$ cat src/rtl/npc_pkg.sv
package npc_pkg;

    localparam int XLEN       = 32;
    localparam int IMM_W      = 16;
    localparam int IDX_W      = 26;
    localparam int RIDX_W     = 5;
    localparam int OP_W       = 4;
    localparam int INSN_BYTES = 4;
    localparam int ALIGN_W    = $clog2(INSN_BYTES);
    localparam int SEG_W      = XLEN - IDX_W - ALIGN_W;
    localparam int RET_REG    = 31;

    typedef logic [XLEN-1:0]   word_t;
    typedef logic [RIDX_W-1:0] ridx_t;

    typedef enum logic [OP_W-1:0] {
        OP_SEQ      = 4'd0,
        OP_BR_EQ    = 4'd1,
        OP_BR_NE    = 4'd2,
        OP_BR_GTZ   = 4'd3,
        OP_BR_GEZ   = 4'd4,
        OP_BR_LTZ   = 4'd5,
        OP_BR_LEZ   = 4'd6,
        OP_JMP_ABS  = 4'd8,
        OP_JMP_REG  = 4'd9,
        OP_CALL_ABS = 4'd10,
        OP_CALL_REG = 4'd11
    } op_e;

    typedef enum logic [1:0] {
        SRC_SEQ,
        SRC_BRANCH,
        SRC_ABS,
        SRC_RIND
    } src_e;

    typedef struct packed {
        word_t seq;
        word_t branch;
        word_t abs;
        word_t rind;
    } targets_t;

    typedef struct packed {
        logic  we;
        ridx_t idx;
        word_t data;
    } link_t;

    function automatic word_t word_offset(input logic [IMM_W-1:0] imm);
        word_t ext;
        ext = {{(XLEN-IMM_W){imm[IMM_W-1]}}, imm};
        return ext << ALIGN_W;
    endfunction

    function automatic logic is_call(input logic [OP_W-1:0] code);
        return (code == OP_CALL_ABS) || (code == OP_CALL_REG);
    endfunction

endpackage

$ cat src/rtl/npc_decide.sv
module npc_decide
    import npc_pkg::*;
(
    input  logic [OP_W-1:0] op_sel,
    input  word_t           rs_val,
    input  word_t           rt_val,
    output logic            taken,
    output src_e            src
);

    logic rs_neg;
    logic rs_zero;
    logic ops_equal;
    logic cond_ok;

    assign rs_neg    = rs_val[XLEN-1];
    assign rs_zero   = (rs_val == '0);
    assign ops_equal = (rs_val == rt_val);

    always_comb begin
        cond_ok = 1'b0;
        src     = SRC_SEQ;
        case (op_sel)
            OP_BR_EQ:   begin cond_ok = ops_equal;          src = SRC_BRANCH; end
            OP_BR_NE:   begin cond_ok = !ops_equal;         src = SRC_BRANCH; end
            OP_BR_GTZ:  begin cond_ok = !rs_neg && !rs_zero; src = SRC_BRANCH; end
            OP_BR_GEZ:  begin cond_ok = !rs_neg;            src = SRC_BRANCH; end
            OP_BR_LTZ:  begin cond_ok = rs_neg;             src = SRC_BRANCH; end
            OP_BR_LEZ:  begin cond_ok = rs_neg || rs_zero;  src = SRC_BRANCH; end
            OP_JMP_ABS,
            OP_CALL_ABS: begin cond_ok = 1'b1;              src = SRC_ABS;    end
            OP_JMP_REG,
            OP_CALL_REG: begin cond_ok = 1'b1;              src = SRC_RIND;   end
            default:    begin cond_ok = 1'b0;               src = SRC_SEQ;    end
        endcase
        if (!cond_ok) begin
            src = SRC_SEQ;
        end
    end

    assign taken = cond_ok;

endmodule

$ cat src/rtl/npc_targets.sv
module npc_targets
    import npc_pkg::*;
(
    input  word_t             pc_in,
    input  word_t             rs_val,
    input  logic [IMM_W-1:0]  imm16,
    input  logic [IDX_W-1:0]  jidx,
    output targets_t          tgt
);

    word_t pc4;

    assign pc4        = pc_in + word_t'(INSN_BYTES);
    assign tgt.seq    = pc4;
    assign tgt.branch = pc4 + word_offset(imm16);
    assign tgt.abs    = {pc4[XLEN-1 -: SEG_W], jidx, {ALIGN_W{1'b0}}};
    assign tgt.rind   = rs_val;

endmodule

$ cat src/rtl/npc_link.sv
module npc_link
    import npc_pkg::*;
(
    input  logic [OP_W-1:0] op_sel,
    input  ridx_t           link_rd,
    input  word_t           ret_addr,
    output link_t           lnk
);

    ridx_t dest;

    assign dest     = (op_sel == OP_CALL_ABS) ? ridx_t'(RET_REG) : link_rd;
    assign lnk.idx  = dest;
    assign lnk.data = ret_addr;
    assign lnk.we   = is_call(op_sel) && (dest != '0);

endmodule

$ cat src/rtl/npc_unit.sv
module npc_unit
    import npc_pkg::*;
#(
    parameter bit USE_PC_REG = 1'b1
) (
    input  logic              clk,
    input  logic              rst,
    input  logic              step,
    input  logic [31:0]       pc_in,
    input  logic [3:0]        op_sel,
    input  logic [31:0]       rs_val,
    input  logic [31:0]       rt_val,
    input  logic [15:0]       imm16,
    input  logic [25:0]       jidx,
    input  logic [4:0]        link_rd,
    output logic [31:0]       pc_next,
    output logic              taken,
    output logic              link_we,
    output logic [4:0]        link_idx,
    output logic [31:0]       link_data,
    output logic [31:0]       pc_q
);

    src_e     src;
    targets_t tgt;
    link_t    lnk;

    npc_decide u_decide (
        .op_sel (op_sel),
        .rs_val (rs_val),
        .rt_val (rt_val),
        .taken  (taken),
        .src    (src)
    );

    npc_targets u_targets (
        .pc_in  (pc_in),
        .rs_val (rs_val),
        .imm16  (imm16),
        .jidx   (jidx),
        .tgt    (tgt)
    );

    npc_link u_link (
        .op_sel   (op_sel),
        .link_rd  (link_rd),
        .ret_addr (tgt.seq),
        .lnk      (lnk)
    );

    always_comb begin
        case (src)
            SRC_BRANCH: pc_next = tgt.branch;
            SRC_ABS:    pc_next = tgt.abs;
            SRC_RIND:   pc_next = tgt.rind;
            default:    pc_next = tgt.seq;
        endcase
    end

    assign link_we   = lnk.we;
    assign link_idx  = lnk.idx;
    assign link_data = lnk.data;

    generate
        if (USE_PC_REG) begin : g_pc_reg
            word_t pc_r;
            always_ff @(posedge clk) begin
                if (rst) begin
                    pc_r <= '0;
                end else if (step) begin
                    pc_r <= pc_next;
                end
            end
            assign pc_q = pc_r;
        end else begin : g_no_pc_reg
            assign pc_q = '0;
        end
    endgenerate

endmodule

$ cat config.mk
export PLATFORM = sky130hd
export DESIGN_NAME = npc_unit
export DESIGN_NICKNAME = d
export VERILOG_FILES = /design/src/rtl/npc_pkg.sv /design/src/rtl/npc_decide.sv /design/src/rtl/npc_targets.sv /design/src/rtl/npc_link.sv /design/src/rtl/npc_unit.sv
export SDC_FILE = /design/constraint.sdc
export NUM_CORES = 1
export LEC_CHECK = 0
export ABC_AREA = 1
export BUFFER_PORTS_ARGS = -buffer_cell sky130_fd_sc_hd__buf_2
export CAP_MARGIN = 10
export CORE_ASPECT_RATIO = 2
export CORE_MARGIN = 4
export CORE_UTILIZATION = 45
export DETAILED_ROUTE_END_ITERATION = 8
export PLACE_DENSITY = 0.79
export SETUP_SLACK_MARGIN = 0.1
export SLEW_MARGIN = 20
export SYNTH_ARGS = -nofsm -noshare
export SYNTH_HDL_FRONTEND = slang
export SYNTH_SLANG_ARGS = --single-unit
$ cat constraint.sdc
create_clock -name clk -period 3.6 [get_ports clk]
set_clock_uncertainty 0.1 [all_clocks]
set_input_delay 0.72 -clock clk [delete_from_list [all_inputs] [get_ports clk]]
set_output_delay 0.72 -clock clk [all_outputs]
set_load 0.02 [all_outputs]
==> impl_metrics.prom, run 1 <==
# TYPE chip_impl_metric gauge
chip_impl_info{name="run_status",value="aborted with a tool error"} 1
chip_impl_info{name="stop_stage",value="global routing (5_1_grt)"} 1
chip_impl_info{name="error",value="[ERROR GRT-0232] Routing congestion too high. Check the congestion heatmap in the GUI."} 1
chip_impl_metric{name="clockBufferDepth",unit=""} 2
chip_impl_metric{name="mappedNetlistArea",unit="um2"} 5960
chip_impl_metric{name="synth_compound_area_frac",unit=""} 0.0869
chip_impl_metric{name="top_level_ports",unit=""} 253
chip_impl_metric{name="dieWidth",unit="um"} 89.4
chip_impl_metric{name="cts.htree.levels",unit=""} 2
chip_impl_metric{name="clkSinkCount",unit=""} 32
chip_impl_metric{name="ys_ff_latch",unit=""} 32
chip_impl_metric{name="cts_hold_buf",unit=""} 0
chip_impl_metric{name="yosys.area_share.simple",unit=""} 0.503
chip_impl_metric{name="finalWeightedCongestion",unit=""} 1.01
chip_impl_info{name="clock-root-buffer",value="sky130_fd_sc_hd__clkbuf_16"} 1
chip_impl_metric{name="synth_adder_area_share",unit=""} 0.0768
chip_impl_metric{name="synth_enable_flop_cells",unit=""} 0
chip_impl_metric{name="synth_async_sr_flop_share",unit=""} 0
chip_impl_metric{name="hpwl",unit="um"} 24100
chip_impl_metric{name="die_h",unit="um"} 171
chip_impl_metric{name="numPortBuffers",unit=""} 252
chip_impl_metric{name="grt_max_degree",unit=""} 47
chip_impl_metric{name="rows",unit=""} 59
chip_impl_metric{name="place_inst",unit=""} 1685
chip_impl_metric{name="sequential_element_share_of_the_synthesized_area",unit=""} 0.107
chip_impl_metric{name="post_synth_inst_count",unit=""} 1116
chip_impl_metric{name="total_track_usage",unit=""} 0.647
chip_impl_metric{name="syn-num-nets",unit=""} 1302
chip_impl_metric{name="grt_overflow",unit=""} 16
chip_impl_metric{name="syn_area_per_cell",unit="um2"} 5.34
chip_impl_metric{name="ys.warnings.count",unit=""} 0
chip_impl_metric{name="post_synthesis_xor_xnor_area_fraction",unit=""} 0.0863
chip_impl_info{name="timing.grt.repair.worst_endpoint",value="pc_next[26]"} 1
chip_impl_info{name="worstEndpointType",value="top-level output"} 1
chip_impl_info{name="synth_top_family_by_area",value="simple AND/OR/NAND/NOR gates"} 1
chip_impl_metric{name="number_of_buffers_inserted_during_clock_tree_synthesis",unit=""} 5
chip_impl_metric{name="initial_core_util",unit=""} 0.459
chip_impl_info{name="dominantRegCellSynth",value="sky130_fd_sc_hd__dfxtp_1"} 1
chip_impl_metric{name="muxShareOfSynthArea",unit=""} 0
chip_impl_metric{name="synth.lib_cells_used.distinct",unit=""} 41
metal layers:
| metal | GRT overflow | global-route usage |
|---|---|---|
| met5 | 0 | 0.0769 |
| met1 | 0 | 0.615 |
| met4 | 9 | 0.690 |
| met3 | 0 | 0.380 |
| met2 | 7 | 0.889 |
synthesized netlist by cell type (8+ instances only):
cell type | instances | area share
sky130_fd_sc_hd__xnor2_1 | 28 | 0.041
sky130_fd_sc_hd__inv_1 | 180 | 0.11
sky130_fd_sc_hd__nor2_1 | 166 | 0.10
sky130_fd_sc_hd__nand4_1 | 40 | 0.042
sky130_fd_sc_hd__buf_2 | 10 | 0.0084
sky130_fd_sc_hd__nand2_1 | 328 | 0.21
sky130_fd_sc_hd__a21oi_1 | 32 | 0.027
sky130_fd_sc_hd__xor2_1 | 27 | 0.040
sky130_fd_sc_hd__nand3_1 | 123 | 0.10
sky130_fd_sc_hd__ha_1 | 35 | 0.073
sky130_fd_sc_hd__clkbuf_1 | 12 | 0.0076
sky130_fd_sc_hd__nor3_1 | 8 | 0.0067
sky130_fd_sc_hd__a22oi_1 | 24 | 0.030
sky130_fd_sc_hd__o21ai_0 | 13 | 0.011
sky130_fd_sc_hd__dfxtp_1 | 32 | 0.11
cell families after synthesis:
kind of cell | count (synthesis)
fa+ha+maj | 36
buf+inv | 214
compound gates | 86
flops | 32
simple gates | 691
xor+xnor | 57
through the flow:
stage | TNS [ns] | setup slack, ns | cell area (um2)
4_1_cts | -11.42 | -0.536 | 10800
3_5_place_dp | -19.35 | -0.936 | 9230
3_3_place_gp | -17.80 | -0.908 | 9230
2_1_floorplan | -2.67 | -0.283 | 6420
repair_timing:
| action | 4_1_cts |
|---|---|
| pin swaps | 111 |
| buffers inserted | 43 |
| gates resized for setup | 255 |
| setup endpoints to repair | 33 |
==> inputs of run 2 (changes only) <==
- CORE_ASPECT_RATIO: 2 -> unset
- CORE_UTILIZATION: 45 -> 40
- PLACE_DENSITY: 0.79 -> unset
- PLACE_DENSITY_LB_ADDON: unset -> 0.15
- SETUP_SLACK_MARGIN: 0.1 -> unset
- clock period: 3.6 -> 4.7 ns (I/O delays scaled with it)
==> run 2 against run 1 <==
Effect of this change:
- the run now ends clean
- synthesized cell count stayed put
- synthesized area stayed put
==> impl_metrics.prom, run 2 <==
# TYPE chip_impl_metric gauge
chip_impl_info{name="run_status",value="finished, final reports clean"} 1
chip_impl_metric{name="drt_drc_violations_left",unit=""} 0
chip_impl_info{name="yosys-top-cells-count",value="sky130_fd_sc_hd__nand2_1, sky130_fd_sc_hd__inv_1, sky130_fd_sc_hd__nor2_1"} 1
chip_impl_metric{name="grt_first_pass_wirelength",unit="um"} 37000
chip_impl_metric{name="worst_pin_slew",unit="ns"} 0.904
chip_impl_metric{name="post-route-min-period",unit="ns"} 4.61
chip_impl_metric{name="design.core.area",unit="um2"} 14600
chip_impl_metric{name="clock_latency",unit="ns"} 0.28
chip_impl_metric{name="ys.warnings.count",unit=""} 0
chip_impl_metric{name="route.detailed.vias_per_inst",unit=""} 5.20
chip_impl_metric{name="largest_register_ffs",unit=""} 32
chip_impl_metric{name="total_track_usage",unit=""} 0.274
chip_impl_metric{name="ys_ff_latch",unit=""} 32
chip_impl_info{name="tritoncts_clock_tree",value="built"} 1
chip_impl_info{name="synthMostInstantiatedCell",value="sky130_fd_sc_hd__nand2_1"} 1
chip_impl_metric{name="muxShareOfSynthArea",unit=""} 0
chip_impl_metric{name="hpwl",unit="um"} 21000
chip_impl_info{name="crit_slowest_cell",value="sky130_fd_sc_hd__ha_4"} 1
chip_impl_metric{name="synth_adder_area_share",unit=""} 0.0768
chip_impl_metric{name="yosys.area_share.simple",unit=""} 0.503
chip_impl_metric{name="grt_overflow",unit=""} 0
chip_impl_metric{name="worst-path-max-fanout",unit=""} 5
chip_impl_info{name="hold_class",value="register to register"} 1
chip_impl_metric{name="timing.fmax",unit="GHz"} 0.217
chip_impl_metric{name="die_h",unit="um"} 130
chip_impl_metric{name="finalSetupViolations",unit=""} 0
chip_impl_metric{name="synth_compound_area_frac",unit=""} 0.0869
chip_impl_metric{name="synth_top_area_frac",unit=""} 0.207
chip_impl_metric{name="ant_nets",unit=""} 0
chip_impl_metric{name="final_cell_area",unit="um2"} 9210
chip_impl_metric{name="sequential_element_share_of_the_synthesized_area",unit=""} 0.107
chip_impl_metric{name="syn-num-nets",unit=""} 1302
chip_impl_metric{name="finalWeightedCongestion",unit=""} 0.955
chip_impl_metric{name="routed_wirelength",unit="um"} 26000
chip_impl_metric{name="slew_viol_final",unit=""} 0
chip_impl_info{name="synth_largest_area_cell",value="sky130_fd_sc_hd__nand2_1"} 1
chip_impl_metric{name="post_drt_wl_per_cell",unit="um"} 15.9
chip_impl_metric{name="timing.final.hold_violations",unit=""} 0
chip_impl_info{name="layout.cells.most_common",value="sky130_fd_sc_hd__nand2_1"} 1
chip_impl_info{name="post_synth_main_area_contributors",value="sky130_fd_sc_hd__nand2_1, sky130_fd_sc_hd__inv_1, sky130_fd_sc_hd__dfxtp_1, sky130_fd_sc_hd__nor2_1, sky130_fd_sc_hd__nand3_1"} 1
chip_impl_metric{name="dieArea",unit="um2"} 16900
chip_impl_info{name="dominantRegCellSynth",value="sky130_fd_sc_hd__dfxtp_1"} 1
chip_impl_info{name="cp-start-kind",value="input pin"} 1
chip_impl_metric{name="post_synthesis_xor_xnor_area_fraction",unit=""} 0.0863
chip_impl_metric{name="mappedNetlistArea",unit="um2"} 5960
chip_impl_metric{name="p_leak",unit="nW"} 5.17
chip_impl_metric{name="timing.max_cap.violations",unit=""} 0
chip_impl_metric{name="synth_async_sr_flop_share",unit=""} 0
chip_impl_metric{name="max-vdd-ir-drop",unit="V"} 0.000159
chip_impl_metric{name="synth.lib_cells_used.distinct",unit=""} 41
chip_impl_metric{name="grt_max_degree",unit=""} 35
chip_impl_metric{name="number_of_buffers_inserted_during_clock_tree_synthesis",unit=""} 5
chip_impl_metric{name="first_global_vias",unit=""} 7469
chip_impl_info{name="worst_path_cell_trace",value="buf_8 -> ha_4 -> nand3_4 -> nor3_4 -> nand3_2 -> buf_4 -> nor2_1 -> xnor2_1 -> inv_2 -> ha_4 -> nand2_2 -> inv_1 -> nand2_1 -> nand2_1 -> a21oi_2 -> nand2_2 -> inv_1 -> nand2_1 -> nand2_1 -> nand2_1 -> inv_1 -> nand3_1 -> nand3_2 -> buf_6"} 1
chip_impl_metric{name="cts_hold_buf",unit=""} 0
chip_impl_metric{name="max_stage_delay",unit="ns"} 0.24
chip_impl_metric{name="drt_first_iter_violations",unit=""} 574
chip_impl_metric{name="post_synth_inst_count",unit=""} 1116
chip_impl_metric{name="area_delta_synth_final",unit="%"} 54.5
chip_impl_metric{name="timing.critical_path.arrival",unit="ns"} 3.57
chip_impl_info{name="timing.critical_path.to_type",value="primary output"} 1
chip_impl_metric{name="num_vias",unit=""} 8494
chip_impl_metric{name="cts.htree.levels",unit=""} 2
chip_impl_info{name="layout_common_cells",value="sky130_fd_sc_hd__nand2_1, sky130_fd_sc_hd__buf_2, sky130_fd_sc_hd__inv_1"} 1
chip_impl_metric{name="synth_enable_flop_cells",unit=""} 0
chip_impl_metric{name="placement.cell_area",unit="um2"} 7980
chip_impl_metric{name="rows",unit=""} 44
chip_impl_metric{name="clk_pin_slew_worst_paths",unit="ns"} 0.05
chip_impl_metric{name="grt_antenna_before_repair",unit=""} 1
chip_impl_metric{name="clockBufferDepth",unit=""} 2
chip_impl_metric{name="top_level_ports",unit=""} 253
chip_impl_metric{name="layout_worst_path_cycle_share",unit=""} 0.980
chip_impl_info{name="setup.worst_path.class",value="input pin to primary output"} 1
chip_impl_metric{name="dieWidth",unit="um"} 130
chip_impl_info{name="clock-root-buffer",value="sky130_fd_sc_hd__clkbuf_16"} 1
chip_impl_metric{name="power_density",unit="nW/um2"} 193
chip_impl_metric{name="slew_headroom",unit=""} 0.397
chip_impl_info{name="setup_repair_after_global_routing_missed_its_margin",value="yes"} 1
chip_impl_info{name="worst_path_most_repeated_cell",value="sky130_fd_sc_hd__nand2_1"} 1
chip_impl_metric{name="finalNetCount",unit=""} 1634
chip_impl_metric{name="clkSinkCount",unit=""} 32
chip_impl_metric{name="numPortBuffers",unit=""} 252
chip_impl_metric{name="initial_core_util",unit=""} 0.409
chip_impl_metric{name="drt_pass1_iterations",unit=""} 5
chip_impl_metric{name="timing.setup.tns",unit="ns"} 0
chip_impl_metric{name="timing.critical_path.required",unit="ns"} 3.66
chip_impl_info{name="synth_top_family_by_area",value="simple AND/OR/NAND/NOR gates"} 1
chip_impl_metric{name="final_layout_size_suffix_gt1_frac",unit=""} 0.362
chip_impl_metric{name="syn_area_per_cell",unit="um2"} 5.34
[run 2: cell type report]
| cell class | count | area [um2] |
|---|---|---|
| Antenna cell | 1 | 2.50 |
| Multi-Input combinational cell | 870 | 5330 |
| Clock buffer | 7 | 153 |
| Sequential cell | 32 | 641 |
| Inverter | 188 | 711 |
| Clock inverter | 1 | 30.0 |
| Fill cell | 1440 | 5380 |
| Tap cell | 184 | 230 |
| Timing Repair Buffer | 351 | 2110 |
[run 2: cell families (layout without fill, tap and decap cells)]
logic type	after synthesis	in the layout
compound gates	86	86
xor+xnor	57	57
fa+ha+maj	36	36
buf+inv	214	547
flops	32	32
other cells	0	1
simple gates	691	691
[run 2: what timing repair did]
| action | CTS | global route |
|---|---|---|
| endpoints found under the hold margin | 0 | 0 |
| buffers inserted | 1 | 12 |
| pin swaps | 4 | 67 |
| resized for setup | 23 | 197 |
| setup endpoints to repair | 19 | 20 |
[run 2: critical path, delay by kind of cell]
family,cells,cell delay [ns]
AND/OR/NAND/NOR,13,1.32
AO/OA/AOI/OAI,1,0.18
buffers and inverters,7,0.61
adder cells (fa/ha/maj),2,0.38
XOR/XNOR,1,0.15
[run 2: stage by stage]
step / setup WS (ns) / hold slack (ns) / total power, W / instances / util
after floorplan: 0.114 / 0.519 / 0.000856 / 1116 / -
after global placement: -0.119 / 0.435 / 0.00121 / 1612 / 0.547
after detailed placement: -0.192 / 0.437 / 0.00122 / 1612 / 0.547
after CTS: -0.00141 / 0.448 / 0.00164 / 1621 / 0.568
after global routing: -0.102 / 0.475 / 0.00189 / 1634 / 0.631
final: 0.0922 / 0.450 / 0.00178 / 1634 / 0.631
[run 2: routing by layer]
| layer | track usage | vias to the layer above | part of all wire |
|---|---|---|---|
| li1 | - | 4202 | - |
| met1 | 0.372 | 3831 | 0.43 |
| met2 | 0.447 | 401 | 0.46 |
| met3 | 0.0418 | 60 | 0.085 |
| met4 | 0.0844 | 0 | 0.034 |
| met5 | 0 | - | 0 |
[run 2: final timing paths]
kind,startpoint,to,slack (ns),depth (start not counted)
setup / recovery,pc_in[3],pc_next[31],0.09,24
hold / removal,pc_q[20]$_SDFFE_PP0P_,pc_q[20]$_SDFFE_PP0P_,0.45,4
setup reg to reg,pc_q[31]$_SDFFE_PP0P_,pc_q[31]$_SDFFE_PP0P_,3.85,4
hold reg to reg,pc_q[20]$_SDFFE_PP0P_,pc_q[20]$_SDFFE_PP0P_,0.45,4
[run 2: report_power, final]
group | total (W) | switching (W) | internal, W
clock | 0.000401 | 0.000122 | 0.000279
sequential | 0.000306 | 0.0000114 | 0.000295
combinational | 0.00107 | 0.000651 | 0.000422
No activity file was read; power rests on OpenSTA's default activity.
